**config.mk**
```make
export PLATFORM = sky130hd
export DESIGN_NAME = gdrv_nonoverlap
export DESIGN_NICKNAME = d
export VERILOG_FILES = /design/src/rtl/gdrv_pkg.sv /design/src/rtl/gdrv_hs_permit.sv /design/src/rtl/gdrv_dead_timer.sv /design/src/rtl/gdrv_nonoverlap.sv
export SDC_FILE = /design/constraint.sdc
export NUM_CORES = 1
export LEC_CHECK = 0
export BUFFER_PORTS_ARGS = -buffer_cell sky130_fd_sc_hd__buf_2
export CAP_MARGIN = 20
export CORE_AREA = 2 2 39 41
export CTS_CLUSTER_DIAMETER = 30
export DETAILED_ROUTE_END_ITERATION = 7
export DIE_AREA = 0 0 41 43
export PLACE_DENSITY = 0.77
export SLEW_MARGIN = 15
export SYNTH_ARGS = -nofsm -noshare
export SYNTH_HDL_FRONTEND = slang
export SYNTH_SLANG_ARGS = --single-unit
```
**constraint.sdc**
```tcl
create_clock -name clk -period 1.66 [get_ports clk]
set_input_delay 0.166 -clock clk [delete_from_list [all_inputs] [get_ports clk]]
set_output_delay 0.166 -clock clk [all_outputs]
set_load 0.02 [all_outputs]
```
**src/rtl/gdrv_pkg.sv**
```systemverilog
package gdrv_pkg;

  typedef enum logic [2:0] {
    GS_IDLE  = 3'd0,
    GS_HI    = 3'd1,
    GS_LO    = 3'd2,
    GS_TO_HI = 3'd3,
    GS_TO_LO = 3'd4,
    GS_FAULT = 3'd5
  } gstate_e;

endpackage

```
**src/rtl/gdrv_hs_permit.sv**
```systemverilog
module gdrv_hs_permit (
  input  logic clk,
  input  logic rst_n,
  input  logic en,
  input  logic cyc_start,
  input  logic oc_flag,
  input  logic pulse_end,
  output logic permit
);

  logic permit_q;
  logic permit_d;
  logic permit_ce;

  // Armed by the strobe. Disarmed by over-current, by the end of the pulse or by disable.
  always_comb begin
    if (!en) begin
      permit_d = 1'b0;
    end else begin
      permit_d = (cyc_start & ~oc_flag) | (permit_q & ~oc_flag & ~pulse_end);
    end
    permit_ce = (permit_d != permit_q);
  end

  always_ff @(posedge clk or negedge rst_n) begin
    if (!rst_n) begin
      permit_q <= 1'b0;
    end else if (permit_ce) begin
      permit_q <= permit_d;
    end
  end

  assign permit = permit_q;

  p_oc_disarm_r6: assert property (@(posedge clk) disable iff (!rst_n)
    oc_flag |=> !permit_q);

  p_arm_by_strobe_r5: assert property (@(posedge clk) disable iff (!rst_n)
    $rose(permit_q) |-> $past(cyc_start));

endmodule

```
**src/rtl/gdrv_dead_timer.sv**
```systemverilog
module gdrv_dead_timer #(
  parameter int DEAD_CYC = 2,
  parameter int TMO_CYC  = 16
) (
  input  logic clk,
  input  logic rst_n,
  input  logic clr,
  input  logic fb_ok,
  output logic dead_done,
  output logic tmo_hit
);

  localparam int DW = (DEAD_CYC > 1) ? $clog2(DEAD_CYC) : 1;
  localparam int TW = (TMO_CYC > 1) ? $clog2(TMO_CYC) : 1;
  localparam logic [DW-1:0] DEAD_LAST = DW'(DEAD_CYC - 1);
  localparam logic [TW-1:0] TMO_LAST  = TW'(TMO_CYC - 1);

  logic [DW-1:0] dcnt_q, dcnt_d;
  logic [TW-1:0] tcnt_q, tcnt_d;
  logic          cnt_ce;

  assign dead_done = fb_ok & (dcnt_q == DEAD_LAST);
  assign tmo_hit   = ~fb_ok & (tcnt_q == TMO_LAST);

  always_comb begin
    dcnt_d = dcnt_q;
    tcnt_d = tcnt_q;
    if (clr) begin
      dcnt_d = '0;
      tcnt_d = '0;
    end else if (fb_ok) begin
      if (dcnt_q != DEAD_LAST) begin
        dcnt_d = dcnt_q + 1'b1;
      end
    end else begin
      dcnt_d = '0;
      if (tcnt_q != TMO_LAST) begin
        tcnt_d = tcnt_q + 1'b1;
      end
    end
    cnt_ce = (dcnt_d != dcnt_q) || (tcnt_d != tcnt_q);
  end

  always_ff @(posedge clk or negedge rst_n) begin
    if (!rst_n) begin
      dcnt_q <= '0;
      tcnt_q <= '0;
    end else if (cnt_ce) begin
      dcnt_q <= dcnt_d;
      tcnt_q <= tcnt_d;
    end
  end

  p_dead_bound_r3: assert property (@(posedge clk) disable iff (!rst_n)
    dcnt_q <= DEAD_LAST);

  p_dead_restart_r4: assert property (@(posedge clk) disable iff (!rst_n)
    (!fb_ok || clr) |=> (dcnt_q == '0));

endmodule

```
**src/rtl/gdrv_nonoverlap.sv**
```systemverilog
module gdrv_nonoverlap #(
  parameter int DEAD_CYC = 2,
  parameter int TMO_CYC  = 16
) (
  input  logic clk,
  input  logic rst_n,
  input  logic en,
  input  logic ovp_force,
  input  logic pwm_req,
  input  logic cyc_start,
  input  logic oc_flag,
  input  logic hs_off_fb,
  input  logic ls_off_fb,
  output logic hs_gate,
  output logic ls_gate,
  output logic drv_fault
);

  import gdrv_pkg::*;

  gstate_e state_q, state_d;
  logic    state_ce;
  logic    permit;
  logic    want_hs;
  logic    waiting;
  logic    fb_ok;
  logic    dead_done;
  logic    tmo_hit;
  logic    timer_clr;
  logic    pulse_end;

  // The over-voltage force outranks the request, the strobe permit and the current limit.
  assign want_hs = en & ~ovp_force & pwm_req & permit & ~oc_flag;
  assign waiting = (state_q == GS_TO_HI) || (state_q == GS_TO_LO);
  assign fb_ok   = (state_q == GS_TO_HI) ? ls_off_fb : hs_off_fb;

  always_comb begin
    state_d = state_q;
    if (!en) begin
      state_d = GS_IDLE;
    end else begin
      unique case (state_q)
        GS_IDLE:  state_d = want_hs ? GS_TO_HI : GS_TO_LO;
        GS_HI:    if (!want_hs) state_d = GS_TO_LO;
        GS_LO:    if (want_hs)  state_d = GS_TO_HI;
        GS_TO_HI: begin
          if (!want_hs)       state_d = GS_TO_LO;
          else if (tmo_hit)   state_d = GS_FAULT;
          else if (dead_done) state_d = GS_HI;
        end
        GS_TO_LO: begin
          if (want_hs)        state_d = GS_TO_HI;
          else if (tmo_hit)   state_d = GS_FAULT;
          else if (dead_done) state_d = GS_LO;
        end
        GS_FAULT: state_d = GS_FAULT;
        default:  state_d = GS_IDLE;
      endcase
    end
    state_ce = (state_d != state_q);
  end

  always_ff @(posedge clk or negedge rst_n) begin
    if (!rst_n) begin
      state_q <= GS_IDLE;
    end else if (state_ce) begin
      state_q <= state_d;
    end
  end

  assign timer_clr = state_ce | ~waiting;
  assign pulse_end = (state_q == GS_HI) && (state_d != GS_HI);

  gdrv_dead_timer #(
    .DEAD_CYC (DEAD_CYC),
    .TMO_CYC  (TMO_CYC)
  ) u_timer (
    .clk       (clk),
    .rst_n     (rst_n),
    .clr       (timer_clr),
    .fb_ok     (fb_ok),
    .dead_done (dead_done),
    .tmo_hit   (tmo_hit)
  );

  gdrv_hs_permit u_permit (
    .clk       (clk),
    .rst_n     (rst_n),
    .en        (en),
    .cyc_start (cyc_start),
    .oc_flag   (oc_flag),
    .pulse_end (pulse_end),
    .permit    (permit)
  );

  assign hs_gate   = (state_q == GS_HI);
  assign ls_gate   = (state_q == GS_LO);
  assign drv_fault = (state_q == GS_FAULT);

  p_no_overlap_r2: assert property (@(posedge clk) disable iff (!rst_n)
    !(hs_gate && ls_gate));

  p_disable_r1: assert property (@(posedge clk) disable iff (!rst_n)
    !en |=> (!hs_gate && !ls_gate && !drv_fault));

  p_hs_after_fb_r3: assert property (@(posedge clk) disable iff (!rst_n)
    $rose(hs_gate) |-> ($past(ls_off_fb) && $past(!ls_gate)));

  p_ls_after_fb_r4: assert property (@(posedge clk) disable iff (!rst_n)
    $rose(ls_gate) |-> ($past(hs_off_fb) && $past(!hs_gate)));

  p_oc_cut_r6: assert property (@(posedge clk) disable iff (!rst_n)
    oc_flag |=> !hs_gate);

  p_ovp_hs_off_r7: assert property (@(posedge clk) disable iff (!rst_n)
    ovp_force |=> !hs_gate);

  p_fault_hold_r8: assert property (@(posedge clk) disable iff (!rst_n)
    (drv_fault && en) |=> drv_fault);

  p_fault_quiet_r8: assert property (@(posedge clk) disable iff (!rst_n)
    drv_fault |-> (!hs_gate && !ls_gate));

endmodule

```
==> results.yml <==
clock_tree:
  clock_latency_ps: 260
  htreeDepth: 1
  ctsRootBufferMaster: "clkbuf_4"
  cts_buffers: 3
  clock-sinks: 9
  cts_tree: "built"
  clockBufferDepth: 2
  clk_pin_slew_worst_paths_ps: 60
setup_path:
  worstPathRequired_ps: 1790
  crit_start: "u_timer.tcnt_q[0]$_DFFE_PN0P_"
  cpPeakStageDelay_ps: 430
  cp-end-kind: "flip-flop"
  startpoint_type: "flip-flop"
  critPathCapture: "u_timer.dcnt_q$_DFFE_PN0P_"
  critPathTopFamily: "compound AO/OA/AOI/OAI gates"
  cp_data_arrival_time_ps: 1670
  worstReg2RegEnd: "u_timer.dcnt_q$_DFFE_PN0P_"
  critPathBufInv: 0
  critical_path_class: "reg -> reg"
  path_max_fanout: 6
  cp.depth: 5
  path_cells: "ha_4 > nand4b_1 > a32oi_2 > a2bb2oi_4 > nor3_1"
  r2r_cells: 5
  r2r_start: "u_timer.tcnt_q[0]$_DFFE_PN0P_"
  r2r_slack_ps: 120
  crit_slowest_cell: "dfrtp_1"
finish:
  drive_above_1_share: 0.295
  ff_latch_area_um2: 225
  nets: 99
  final_util: 0.580
  area_delta_synth_final_pct: 24.2
  layoutNonFillerInstCount: 104
  final_area_um2: 803
  antenna_cells: 0
  fillers: 122
  multi_input_area_um2: 429
yosys:
  ys_types: 33
  synth-edff-count: 0
  synth_seq_cells: 9
  syn_avg_cell_area_um2: 8.98
  yosys.area.top_type: "dfrtp_1"
  synthTopCellsByArea: "dfrtp_1 (35%), a211oi_2 (3.9%), a21oi_1 (3.9%)"
  async_reset_ff_frac: 1.00
  netlist_instances: 72
  synth_area_um2: 647
  synth_ff_type: "dfrtp_1"
  synth_seq_area_share: 0.348
  synth_nets: 82
  yosys_warnings: 0
  synth.top_cell.area_share: 0.348
global_route:
  grt_use_total: 0.178
  antenna_found_initial: 0
  grt_pass1_wl_mm: 2.11
  grt_start_max_net_pins: 11
  grt.overflow.total: 0
  grt_pass1_vias: 496
drt:
  wire_per_inst_um: 12.9
  drt-initial-drc-count: 6
  drt_pass1_iterations: 4
  drc: 0
  via_per_inst: 5.62
  final_antenna_net_count: 0
  vias: 584
  finalWirelength_mm: 1.34
floorplanning:
  die_area_um2: 1760
  initial_core_util: 0.467
  fp.dieW_um: 41
  rows: 14
  die_y_um: 43
  ios: 12
  fp.coreArea_um2: 1380
power_and_ir_drop:
  p_per_area_nw_per_um2: 572
  p_leak_nw: 0.340
  ir_drop_v: 0.000448
timing:
  post-route-period-util: 0.931
  finalMaxSlewViolations: 0
  hold_ws_ps: 142
  tns_ps: 0
  slew_headroom: 0.796
  fmax_mhz: 647
  period_needed_ps: 1540
  hold_violations: 0
  rsz0062_at_grt: "false"
  clock_skew_ps: 9.14
  tightest_slew_ps: 303
  finalSetupViolations: 0
place:
  hpwl_um: 996
  dp.cells: 98
  port_buffers: 11
  placed_cell_area_um2: 722
  gp_congestion: 0.800
job:
  cap_violations: 0
outcome:
  outcome: "finished clean"
worst_hold_path:
  hp-class: "in -> reg"
==> per-layer routing <==
| layer | track usage | wire (µm) | up-vias | share of wire |
|---|---|---|---|---|
| met5 | 0 | 0 | - | 0 |
| met1 | 0.280 | 692 | 260 | 0.52 |
| met3 | 0.0314 | 60 | 5 | 0.045 |
| met2 | 0.222 | 559 | 13 | 0.42 |
| met4 | 0.100 | 26 | 0 | 0.019 |
| li1 | - | - | 306 | - |
==> layout make-up <==
type	count	share of cell area
tap	16	0.0249
multi-input combinational	56	0.534
clock buffer	4	0.0327
timing repair buffer	15	0.109
sequential	9	0.280
inverter	4	0.0187
==> worst min-delay path by stage <==
stage | startpoint | end | slack [ps] | cells past startpoint
floorplan | rst_n | state_q[0]$_DFFE_PN0P_ | -130 | 0
finish | cyc_start | u_permit.permit$_DFFE_PN0P_ | 140 | 3
CTS | cyc_start | u_permit.permit$_DFFE_PN0P_ | 140 | 3
detailed placement | rst_n | u_timer.tcnt_q[3]$_DFFE_PN0P_ | 20 | 1
global placement | rst_n | u_timer.tcnt_q[3]$_DFFE_PN0P_ | 20 | 1
global route | cyc_start | u_permit.permit$_DFFE_PN0P_ | 170 | 3
==> sequential cells by signal (all words and copies together), names as in the netlist <==
signal and flops:
u_permit.permit 1, u_timer.dcnt_q 1, state_q 3, u_timer.tcnt_q 4
==> logic make-up (layout without fill, tap and decap cells) <==
family,Yosys count,after routing,share of synthesized area
buffers and inverters,7,23,0.0464
DFF,9,9,0.348
muxes,1,1,0.0155
xor gates and xnor gates,1,1,0.0135
AOI/OAI and AO/OA,21,21,0.253
adders and majority gates,1,1,0.0193
and+or+nand+nor,32,32,0.304
==> layout by cell type (no fill, tap or decap), types with 3 or more instances in the layout <==
cell type / Yosys / layout
nand2_1: 3 / 3
buf_4: 0 / 3
nor2_1: 6 / 6
a21oi_1: 5 / 5
inv_1: 4 / 4
dfrtp_1: 9 / 9
buf_2: 3 / 11
nand2b_1: 3 / 3
nor3_1: 4 / 4
o21ai_0: 5 / 5
clkbuf_4: 0 / 3
==> through the flow <==
| step | total power, mW | setup WS (ps) |
|---|---|---|
| final | 0.460 | 115 |
| after global routing | 0.486 | 16.3 |
| after CTS | 0.459 | 19.5 |
| after detailed placement | 0.296 | 27.2 |
| after global placement | 0.294 | 43.5 |
| after floorplan | 0.272 | 151 |
==> power breakdown <==
group	switching [mW]	internal, mW	total [mW]
clock network	0.0666	0.0920	0.159
registers	0.00726	0.226	0.233
logic	0.0349	0.0333	0.0682
total	0.109	0.351	0.460
==> Yosys cell counts (2+ instances only) <==
library cell,number
dfrtp_1,9
nor2_1,6
a21oi_1,5
o21ai_0,5
inv_1,4
nor3_1,4
buf_2,3
nand2_1,3
nand2b_1,3
a211oi_2,2
and3_1,2
and4b_1,2
nand3_1,2
nand4_1,2
nor2b_1,2
==> what timing repair did <==
| item | 4_1_cts | 5_1_grt |
|---|---|---|
| setup buffers | 0 | 1 |
| resized for setup | 0 | 5 |
| hold buffers | 1 | 0 |
| endpoints found under the hold margin | 9 | 0 |
| setup endpoints to repair | 0 | 5 |
==> tightest hold or removal path: stages <==
cell and delay (ps):
buf_2 90, inv_1 40, a21oi_1 50
No activity file was read; power rests on OpenSTA's default activity.
